`src/rtl/i2c_snoop_pkg.sv`:
```
package i2c_snoop_pkg;

    localparam int IRQ_W    = 11;
    localparam int IRQ_BYTE = 6;
    localparam int IRQ_STOP = 7;
    localparam int IRQ_TMO  = 8;
    localparam int IRQ_HIT  = 9;
    localparam int IRQ_ACK  = 10;

    // One-cycle event record produced by the framer
    typedef struct packed {
        logic       stop;
        logic       byte_done;
        logic       ack_err;
        logic       addr_hit;
        logic       tmo;
        logic [7:0] data;
    } bus_evt_t;

    function automatic logic addr_ok(input logic [7:0] b, input logic [6:0] own);
        return (own == 7'd0) || (b[7:1] == own);
    endfunction

    function automatic logic [IRQ_W-1:0] evt_irq(input bus_evt_t e);
        logic [IRQ_W-1:0] v;
        v           = '0;
        v[IRQ_BYTE] = e.byte_done;
        v[IRQ_STOP] = e.stop;
        v[IRQ_TMO]  = e.tmo;
        v[IRQ_HIT]  = e.addr_hit;
        v[IRQ_ACK]  = e.ack_err;
        return v;
    endfunction

endpackage

```
`src/rtl/i2c_snoop_filt.sv`:
```
module i2c_snoop_filt #(
    parameter int FILT_LEN = 3
) (
    input  logic clk,
    input  logic rst,
    input  logic line_i,
    output logic line_o
);
    logic [1:0]          sync_q;
    logic [FILT_LEN-1:0] hist_q;
    logic                out_q;

    always_ff @(posedge clk) begin
        if (rst) begin
            sync_q <= '1;
            hist_q <= '1;
            out_q  <= 1'b1;
        end else begin
            sync_q <= {sync_q[0], line_i};
            hist_q <= {hist_q[FILT_LEN-2:0], sync_q[1]};
            if (&hist_q)
                out_q <= 1'b1;
            else if (~|hist_q)
                out_q <= 1'b0;
        end
    end

    assign line_o = out_q;
endmodule

```
`src/rtl/i2c_snoop_frame.sv`:
```
module i2c_snoop_frame
    import i2c_snoop_pkg::*;
#(
    parameter int TMO_W = 20
) (
    input  logic             clk,
    input  logic             rst,
    input  logic             scl_f,
    input  logic             sda_f,
    input  logic [6:0]       own_addr,
    input  logic [TMO_W-1:0] tmo_limit,
    output bus_evt_t         evt
);
    logic             scl_p, sda_p;
    logic             active_q, first_q, pend_q;
    logic [3:0]       bit_cnt;
    logic [7:0]       shreg;
    logic [TMO_W-1:0] tmo_cnt;
    logic             scl_rise, start_det, stop_det;

    assign scl_rise  = scl_f & ~scl_p;
    assign start_det = scl_f & scl_p & sda_p & ~sda_f;
    assign stop_det  = scl_f & scl_p & ~sda_p & sda_f;

    always_ff @(posedge clk) begin
        if (rst) begin
            scl_p    <= 1'b1;
            sda_p    <= 1'b1;
            active_q <= 1'b0;
            first_q  <= 1'b0;
            pend_q   <= 1'b0;
            bit_cnt  <= '0;
            shreg    <= '0;
            tmo_cnt  <= '0;
            evt      <= '0;
        end else begin
            scl_p <= scl_f;
            sda_p <= sda_f;
            evt   <= '0;
            if (start_det) begin
                active_q <= 1'b1;
                first_q  <= 1'b1;
                pend_q   <= 1'b1;
                bit_cnt  <= '0;
                tmo_cnt  <= '0;
            end else if (stop_det) begin
                active_q <= 1'b0;
                pend_q   <= 1'b0;
                bit_cnt  <= '0;
                evt.stop <= 1'b1;
            end else if (scl_rise && active_q) begin
                pend_q  <= 1'b0;
                tmo_cnt <= '0;
                if (bit_cnt == 4'd8) begin
                    evt.byte_done <= 1'b1;
                    evt.data      <= shreg;
                    evt.ack_err   <= sda_f;
                    evt.addr_hit  <= first_q && addr_ok(shreg, own_addr);
                    first_q       <= 1'b0;
                    bit_cnt       <= '0;
                end else begin
                    shreg   <= {shreg[6:0], sda_f};
                    bit_cnt <= bit_cnt + 4'd1;
                end
            end else if (pend_q && (tmo_limit != '0)) begin
                if (tmo_cnt == tmo_limit - 1'b1) begin
                    evt.tmo <= 1'b1;
                    tmo_cnt <= '0;
                end else begin
                    tmo_cnt <= tmo_cnt + 1'b1;
                end
            end
        end
    end
endmodule

```
`src/rtl/i2c_snoop_fifo.sv`:
```
module i2c_snoop_fifo #(
    parameter int DEPTH = 32,
    parameter int DW    = 8
) (
    input  logic                     clk,
    input  logic                     rst,
    input  logic                     push,
    input  logic [DW-1:0]            din,
    input  logic                     pop,
    output logic [DW-1:0]            dout,
    output logic [$clog2(DEPTH):0]   count,
    output logic [$clog2(DEPTH)-1:0] wr_ptr
);
    localparam int AW = $clog2(DEPTH);
    localparam int CW = AW + 1;

    logic [DW-1:0] mem [DEPTH];
    logic [CW-1:0] cnt_q;
    logic [AW-1:0] wp_q, rp;
    logic          pop_ok, full;

    assign full   = (cnt_q == CW'(DEPTH));
    assign pop_ok = pop && (cnt_q != '0);
    assign rp     = wp_q - cnt_q[AW-1:0];

    always_ff @(posedge clk) begin
        if (push)
            mem[wp_q] <= din;
    end

    always_ff @(posedge clk) begin
        if (rst) begin
            cnt_q <= '0;
            wp_q  <= '0;
        end else begin
            if (push)
                wp_q <= wp_q + 1'b1;
            case ({push, pop_ok})
                2'b10:   if (!full) cnt_q <= cnt_q + 1'b1;
                2'b01:   cnt_q <= cnt_q - 1'b1;
                default: cnt_q <= cnt_q;
            endcase
        end
    end

    assign dout   = mem[rp];
    assign count  = cnt_q;
    assign wr_ptr = wp_q;
endmodule

```
`src/rtl/i2c_snoop.sv`:
```
module i2c_snoop
    import i2c_snoop_pkg::*;
#(
    parameter int FIFO_DEPTH = 32,
    parameter int FILT_LEN   = 3,
    parameter int TMO_W      = 20
) (
    input  logic                          clk,
    input  logic                          rst,
    input  logic                          scl_i,
    input  logic                          sda_i,
    input  logic [6:0]                    own_addr,
    input  logic [TMO_W-1:0]              tmo_limit,
    input  logic [10:0]                   irq_clr,
    output logic [10:0]                   irq_stat,
    output logic                          irq,
    input  logic                          rx_pop,
    output logic [7:0]                    rx_data,
    output logic [$clog2(FIFO_DEPTH):0]   rx_count,
    output logic [$clog2(FIFO_DEPTH)-1:0] rx_end_ptr
);
    logic [1:0] raw, filt;
    bus_evt_t   evt;
    logic [IRQ_W-1:0] irq_q;
    logic       ev_byte_w, ev_stop_w;

    assign raw = {scl_i, sda_i};

    for (genvar g = 0; g < 2; g++) begin : g_line
        i2c_snoop_filt #(.FILT_LEN(FILT_LEN)) u_filt (
            .clk    (clk),
            .rst    (rst),
            .line_i (raw[g]),
            .line_o (filt[g])
        );
    end

    i2c_snoop_frame #(.TMO_W(TMO_W)) u_frame (
        .clk       (clk),
        .rst       (rst),
        .scl_f     (filt[1]),
        .sda_f     (filt[0]),
        .own_addr  (own_addr),
        .tmo_limit (tmo_limit),
        .evt       (evt)
    );

    i2c_snoop_fifo #(.DEPTH(FIFO_DEPTH), .DW(8)) u_fifo (
        .clk    (clk),
        .rst    (rst),
        .push   (evt.byte_done),
        .din    (evt.data),
        .pop    (rx_pop),
        .dout   (rx_data),
        .count  (rx_count),
        .wr_ptr (rx_end_ptr)
    );

    always_ff @(posedge clk) begin
        if (rst)
            irq_q <= '0;
        else
            irq_q <= (irq_q & ~irq_clr) | evt_irq(evt);
    end

    assign ev_byte_w = evt.byte_done;
    assign ev_stop_w = evt.stop;
    assign irq_stat  = irq_q;
    assign irq       = |irq_q;
endmodule

```
`config.mk`:
```
export PLATFORM = sky130hd
export DESIGN_NAME = i2c_snoop
export DESIGN_NICKNAME = d
export VERILOG_FILES = /design/src/rtl/i2c_snoop_pkg.sv /design/src/rtl/i2c_snoop_filt.sv /design/src/rtl/i2c_snoop_frame.sv /design/src/rtl/i2c_snoop_fifo.sv /design/src/rtl/i2c_snoop.sv
export SDC_FILE = /design/constraint.sdc
export NUM_CORES = 1
export LEC_CHECK = 0
export BUFFER_PORTS_ARGS = -buffer_cell sky130_fd_sc_hd__buf_2
export CELL_PAD_IN_SITES_DETAIL_PLACEMENT = 2
export CELL_PAD_IN_SITES_GLOBAL_PLACEMENT = 2
export CORE_MARGIN = 4
export CORE_UTILIZATION = 48
export CTS_CLUSTER_DIAMETER = 30
export DETAILED_ROUTE_END_ITERATION = 16
export GPL_TIMING_DRIVEN = 1
export PLACE_DENSITY = 0.87
export SETUP_SLACK_MARGIN = 0.02
export SYNTH_ARGS = -nofsm -noshare
export SYNTH_HDL_FRONTEND = slang
export SYNTH_HIERARCHICAL = 1
export SYNTH_SLANG_ARGS = --single-unit
export TNS_END_PERCENT = 5
```
`constraint.sdc`:
```
create_clock -name clk -period 10.8 [get_ports clk]
set_clock_uncertainty 0.1 [all_clocks]
set_input_delay 2.16 -clock clk [delete_from_list [all_inputs] [get_ports clk]]
set_output_delay 2.16 -clock clk [all_outputs]
set_load 0.005 [all_outputs]
```
; Word-level counts from Yosys, hierarchy flattened
; Memories as Yosys holds them, arrays and structs flattened.
; Index checks and enable logic that the tools add are counted.
[word_totals]
ff_bits = 84
ram_bits = 256
input_bits = 43
output_inout_bits = 31
memories = 1
[classes]
addsub = 7
eq_ne = 8
n_mux = 20
bitwise = 17
n_reduce_logical = 30
[memory_table]
columns = memory, depth, word_bits, rd, rd_clocked_by_memory_dff, wr, line_no
row1 = u_fifo.mem, 32, 8, 1, 0, 1, i2c_snoop_fifo.sv:17  ; logic [DW-1:0] mem [DEPTH];
[op_table]
columns = op, n
row1 = $mux 20, 3
row2 = $add 20x1->20 const B, 1
row3 = $eq 20x20->1, 1
row4 = $reduce_bool 20->1, 1
row5 = $sub 20x1->20 const B, 1
row6 = $mux 1, 13
row7 = $pmux 6 s2, 1
row8 = $and 11x11->11, 1
row9 = $not 11->11, 1
row10 = $or 11x11->11, 1
row11 = $reduce_or 11->1, 1
row12 = $reduce_bool 2->1, 5
row13 = $reduce_or 5->1, 2
row14 = $reduce_and 3->1, 3
row15 = $reduce_or 3->1, 3
row16 = $not 1->1, 8
row17 = $eq 7x7->1, 1
row18 = $logic_not 7->1, 1
row19 = $add 6x1->6 const B, 1
row20 = $and 1x1->1, 6
row21 = $eq 6x6->1 const B, 1
row22 = $mux 6, 1
row23 = $reduce_bool 6->1, 1
row24 = $reduce_or 2->1, 3
row25 = other kinds (17), 21

; Logic depth before layout (Yosys ltp)
[depth]
depth_word = 6
mapped_depth = 13
depth_no_buf = 10

; Modules after synthesis
; Netlist, hierarchy kept.
[by_module_without_submodules]
columns = mod, n_inst, cells_each, area_per_inst_um2, seq_area_each_um2
row1 = i2c_snoop_fifo, 1, 529, 10782.8, 7907.6
row2 = i2c_snoop_frame, 1, 379, 3041.7, 1001.0
row3 = i2c_snoop, 1, 37, 379.1, 220.2
row4 = i2c_snoop_filt, 2, 15, 170.2, 120.1

; Worst setup path before layout
; OpenSTA, ideal clock, no wires.
[synth_path]
path_type = input to register
start = input port tmo_limit[0]
end = register u_frame.tmo_cnt[19]
setup_time_ns = 0.124
t_arrival_ns = 4.678
t_required_ns = 10.576
setup_slack_ns = 5.898
stages = 13
path_cell_list = clkbuf_2 > inv_1 > ha_1 > or3b_2 > nor4_1 > o211ai_1 > a32oi_1 > nand4_1 > or4_4 > buf_6 > buf_6 > a31oi_1 > o22ai_1
[synth_via]
elab_chain_cells = 5
[synth_lines]
columns = element, line_no
row1 = start: declaration, i2c_snoop.sv:13  ; input logic [TMO_W-1:0] tmo_limit,
row2 = $sub 20x1->20, i2c_snoop_frame.sv:66  ; if (tmo_cnt == tmo_limit - 1'b1) begin
row3 = $eq 20x20->1, i2c_snoop_frame.sv:66
row4 = $mux 20, i2c_snoop_frame.sv:66
row5 = $mux 20, i2c_snoop_frame.sv:65  ; end else if (pend_q && (tmo_limit != '0)) begin
row6 = $mux 20, i2c_snoop_frame.sv:51  ; end else if (scl_rise && active_q) begin
row7 = end signal: assignment, i2c_snoop_frame.sv:70  ; tmo_cnt <= tmo_cnt + 1'b1;
row8 = end: declaration, i2c_snoop_frame.sv:18  ; logic [TMO_W-1:0] tmo_cnt;
; Parallel ways exist; a longest one is shown, timed or not. The select of a mux whose other input is x is not followed.
; A chain may end at the register's enable or synchronous reset.

; Worst setup path in the final report
[layout_path]
start = register u_fifo.wp_q[0] (netlist: u_fifo/wr_ptr[0])
end = output port rx_data[0]
[layout_via]
elab_chain_cells = 2
[layout_lines]
columns = element, line_no
row1 = start: declaration, i2c_snoop_fifo.sv:19  ; logic [AW-1:0] wp_q, rp;
row2 = start signal: assignment, i2c_snoop_fifo.sv:37  ; wp_q <= wp_q + 1'b1;
row3 = $sub 5x5->5, i2c_snoop_fifo.sv:24  ; assign rp = wp_q - cnt_q[AW-1:0];
row4 = $mem_v2 32x8, -
row5 = end: declaration, i2c_snoop.sv:18  ; output logic [7:0] rx_data,
; No other way between the ends.

==> flow_summary.yaml <==
clocking:
  cts_tree: "done"
  numClockSinks: 340
  hold_buffers: 0
  numCtsBuffers: 76
  cts_root_buffer: "clkbuf_16"
  clk_pin_slew_ns: 0.05
  htree_num_levels: 3
  clockBufferDepth: 3
  post_cts_resized: 0
  clock_latency_ns: 0.61
  cts_setup_buffers: 0
die:
  die_area_sq_um: 33100
  die_h_um: 182
  core-area_sq_um: 29800
  num_rows: 63
  start_util_pct: 48.8
  io_pins: 74
  dieWidth_um: 182
sta:
  max_slew_margin_pct: 3.07
  hold_viol: 0
  setup_violations: 0
  maxSlewViolCount: 0
  rsz0062_at_grt: "false"
  tns_ns: 0
  clock.fmax_mhz: 146
  period_share_pct: 63.6
  period_needed_ns: 6.87
  worst_pin_slew_ns: 1.45
synthesis:
  ys_seq_area_share_pct: 64.4
  netlist_area_sq_um: 14500
  syn_avg_cell_area_sq_um: 14.9
  synth_top_cells_by_area: "edfxtp_1 53%, dfxtp_1 12%, mux4_2 9.9%, mux2i_1 2.5%, nor2_1 1.9%"
  ys_warn_count: 6
  synth.distinct_cells: 69
  synth_top_area_share_pct: 52.9
  syn_inst: 975
  async_reset_ff_share_pct: 0
  synthesis.nets: 1036
  yosysTopAreaCell: "edfxtp_1"
  synth_seq_cells: 340
  synth_ff_type: "edfxtp_1"
  synth_edf_count: 256
final_layout:
  drive_gt1_share_pct: 27.5
  area_growth_pct: 22.8
  n_antenna_cell: 0
  num-nets-final: 1145
worst_hold_path:
  hold_path_class: "reg2reg"
critical_path:
  r2r_slack_ns: 7.25
  cp-end-kind: "primary output"
  critPathMaxFanout: 44
  path_buf_inv: 3
  arrival_ns: 4.61
  worstPathRequired_ns: 8.54
  crit_chain: "inv_1 -> ha_4 -> buf_4 -> mux4_2 -> mux2_2 -> o22ai_1 -> a221oi_1 -> buf_2"
  cp-start-kind: "flop"
  cp_slowest_stage_delay_ns: 0.79
  critPathTopFamily: "buffers and inverters"
  slowest_stage: "buf_4"
  crit_type: "reg2out"
power:
  clockPowerShare_pct: 47.5
  p_per_area_nw_per_um2: 289
  ir_worst_vdd_v: 0.000223
  switching_power_w: 0.00170
  internal_power_w: 0.00346
  combPwrFrac_pct: 24.9
  p_leak_nw: 6.90
  p_total_w: 0.00516
  p_sw_share_pct: 32.9
  seq_power_share_pct: 27.5
global_route:
  grt.total_usage_pct: 37.6
  antenna_found_initial: 3
  grt_pass1_vias: 11246
  grt_start_max_net_pins: 65
  grt-ovfl-total: 0
  grt_pass1_wl_um: 88700
placement:
  hpwl_um: 31500
  place.gp.congestion: 0.760
  io_buffer_count: 73
route:
  drtIter0Drc: 1542
  viasPerCell: 6.85
  route.detailed.drc: 0
  firstDrtPassIters: 6
  via_count: 10524
  ant_nets: 0
  wl_um: 62100
  wl_per_cell_um: 40.4
status:
  status: "complete, no violations"
flow_run:
  drv_cap: 0
## registers in the layout, indices dropped and copies added (netlist names)
| name | cells |
|---|---|
| u_frame/first_q | 1 |
| u_frame/sda_p | 1 |
| g_line.u_filt/sync_q | 4 |
| u_frame/evt | 13 |
| g_line.u_filt/hist_q | 6 |
| u_frame/bit_cnt | 4 |
| irq_stat | 11 |
| u_frame/scl_p | 1 |
| u_frame/shreg | 8 |
| u_fifo/count | 6 |
| u_frame/active_q | 1 |
| u_frame/tmo_cnt | 20 |
| u_fifo/mem | 256 |
| g_line.u_filt/line_o | 2 |
| u_fifo/wr_ptr | 5 |
| u_frame/pend_q | 1 |
## placed cells by master (no fill, tap or decap), types with 6 or more instances in the layout
| master | n |
|---|---|
| mux2_2 | 16 |
| clkinv_2 | 10 |
| nand3_1 | 31 |
| nor2_1 | 74 |
| nand3b_1 | 6 |
| nor4_1 | 10 |
| and2_1 | 12 |
| a31oi_1 | 12 |
| dfxtp_2 | 6 |
| nand2_1 | 38 |
| a221oi_1 | 8 |
| or2_1 | 6 |
| and3_1 | 12 |
| clkinv_1 | 8 |
| nand4_1 | 13 |
| nand2b_1 | 8 |
| inv_1 | 28 |
| mux4_2 | 64 |
| edfxtp_1 | 256 |
| clkbuf_16 | 77 |
| xnor2_1 | 26 |
| buf_4 | 7 |
| clkinvlp_4 | 8 |
| o21ai_0 | 18 |
| a21oi_1 | 24 |
| ha_1 | 15 |
| nor3_1 | 12 |
| buf_2 | 73 |
| clkbuf_1 | 10 |
| o22ai_1 | 14 |
| dfxtp_1 | 78 |
| nor3b_1 | 8 |
| xor2_1 | 22 |
| bufinv_16 | 9 |
| mux2i_1 | 36 |
| or2_2 | 6 |
## power groups by stage
stage	Clock, W	Combinational [W]	Sequential (W)
after global placement	0	0.00111	0.00144
after global routing	0.00254	0.00133	0.00142
after floorplan	0	0.000782	0.00144
after detailed placement	0	0.00118	0.00144
after CTS	0.00246	0.00127	0.00142
final	0.00245	0.00129	0.00142
## cell families after synthesis
group / count (synthesis) / synth area share, %
xor gates and xnor gates: 49 / 3.00
buffers and inverters: 78 / 2.59
DFF: 340 / 64.4
muxes: 116 / 13.6
and+or+nand+nor: 268 / 9.91
adders and majority gates: 18 / 1.65
AOI/OAI and AO/OA: 106 / 4.80
## worst reg2reg max path, stage by stage (launching register included)
cell and delay, ns:
dfxtp_1 0.38, xnor2_1 0.51, xor2_1 0.22, nand4_1 0.19
a32oi_1 0.38, nand4_1 0.24, or4_4 0.79, a31oi_1 0.42
mux2i_1 0.18
## metal layers
layer	global-route usage [%]	vias up	share of wire (%)
met3	8.83	206	9.8
met2	62.5	899	49
met5	0	-	0.037
li1	-	4013	-
met1	47.4	5402	37
met4	16.5	4	4.9
## path summary, 6_finish.rpt
kind                                                 start  cells past startpoint                         end
worst min-delay path            g_line[1].u_filt/sync_q[0]                      1  g_line[1].u_filt/sync_q[1]
worst max register to register          u_frame/tmo_cnt[7]                      8          u_frame/tmo_cnt[9]
worst min register to register  g_line[1].u_filt/sync_q[0]                      1  g_line[1].u_filt/sync_q[1]
worst max-delay path                      u_fifo/wr_ptr[0]                      8                  rx_data[0]
## synth_stat cells (all sizes together), types with 2 or more instances
cell type,n
nor3b,9
mux2i,36
clkbuf,29
nor2,76
edfxtp,256
xnor2,26
or2,13
or4,5
nor3,12
nand4,13
a21o,4
nand3b,6
or3,3
o21ai,19
ha,16
nor4,12
fa,2
nand3,31
dfxtp,84
inv,28
a221oi,8
nand4b,5
nor2b,5
a211oi,5
o21bai,3
a31oi,12
nand2,38
a21oi,25
and2,12
or3b,4
mux4,64
and4,2
nand2b,8
buf,21
a311oi,2
and3,12
o22ai,14
mux2,16
a221o,2
xor2,23
## through the flow
stage | setup WS [ns] | instances | instance area (sq um) | hold slack (ns) | utilization [%]
2_1_floorplan | 5.90 | 975 | 14500 | 0.283 | -
3_3_place_gp | 5.03 | 1395 | 15200 | 0.287 | 51.0
3_5_place_dp | 4.82 | 1395 | 15200 | 0.294 | 51.0
4_1_cts | 3.95 | 1536 | 17800 | 0.338 | 59.8
5_1_grt | 3.84 | 1537 | 17900 | 0.345 | 60.0
6_report | 3.93 | 1537 | 17900 | 0.324 | 60.0
## area by class of cell
cell class	count	area, sq um
clock buffer	92	2030
tap	390	488
multi-input combinational	557	4820
clock inverter	49	594
timing repair buffer	81	445
fill	2542	11900
sequential	340	9380
inverter	28	105
(Power assumes the default switching activity.)
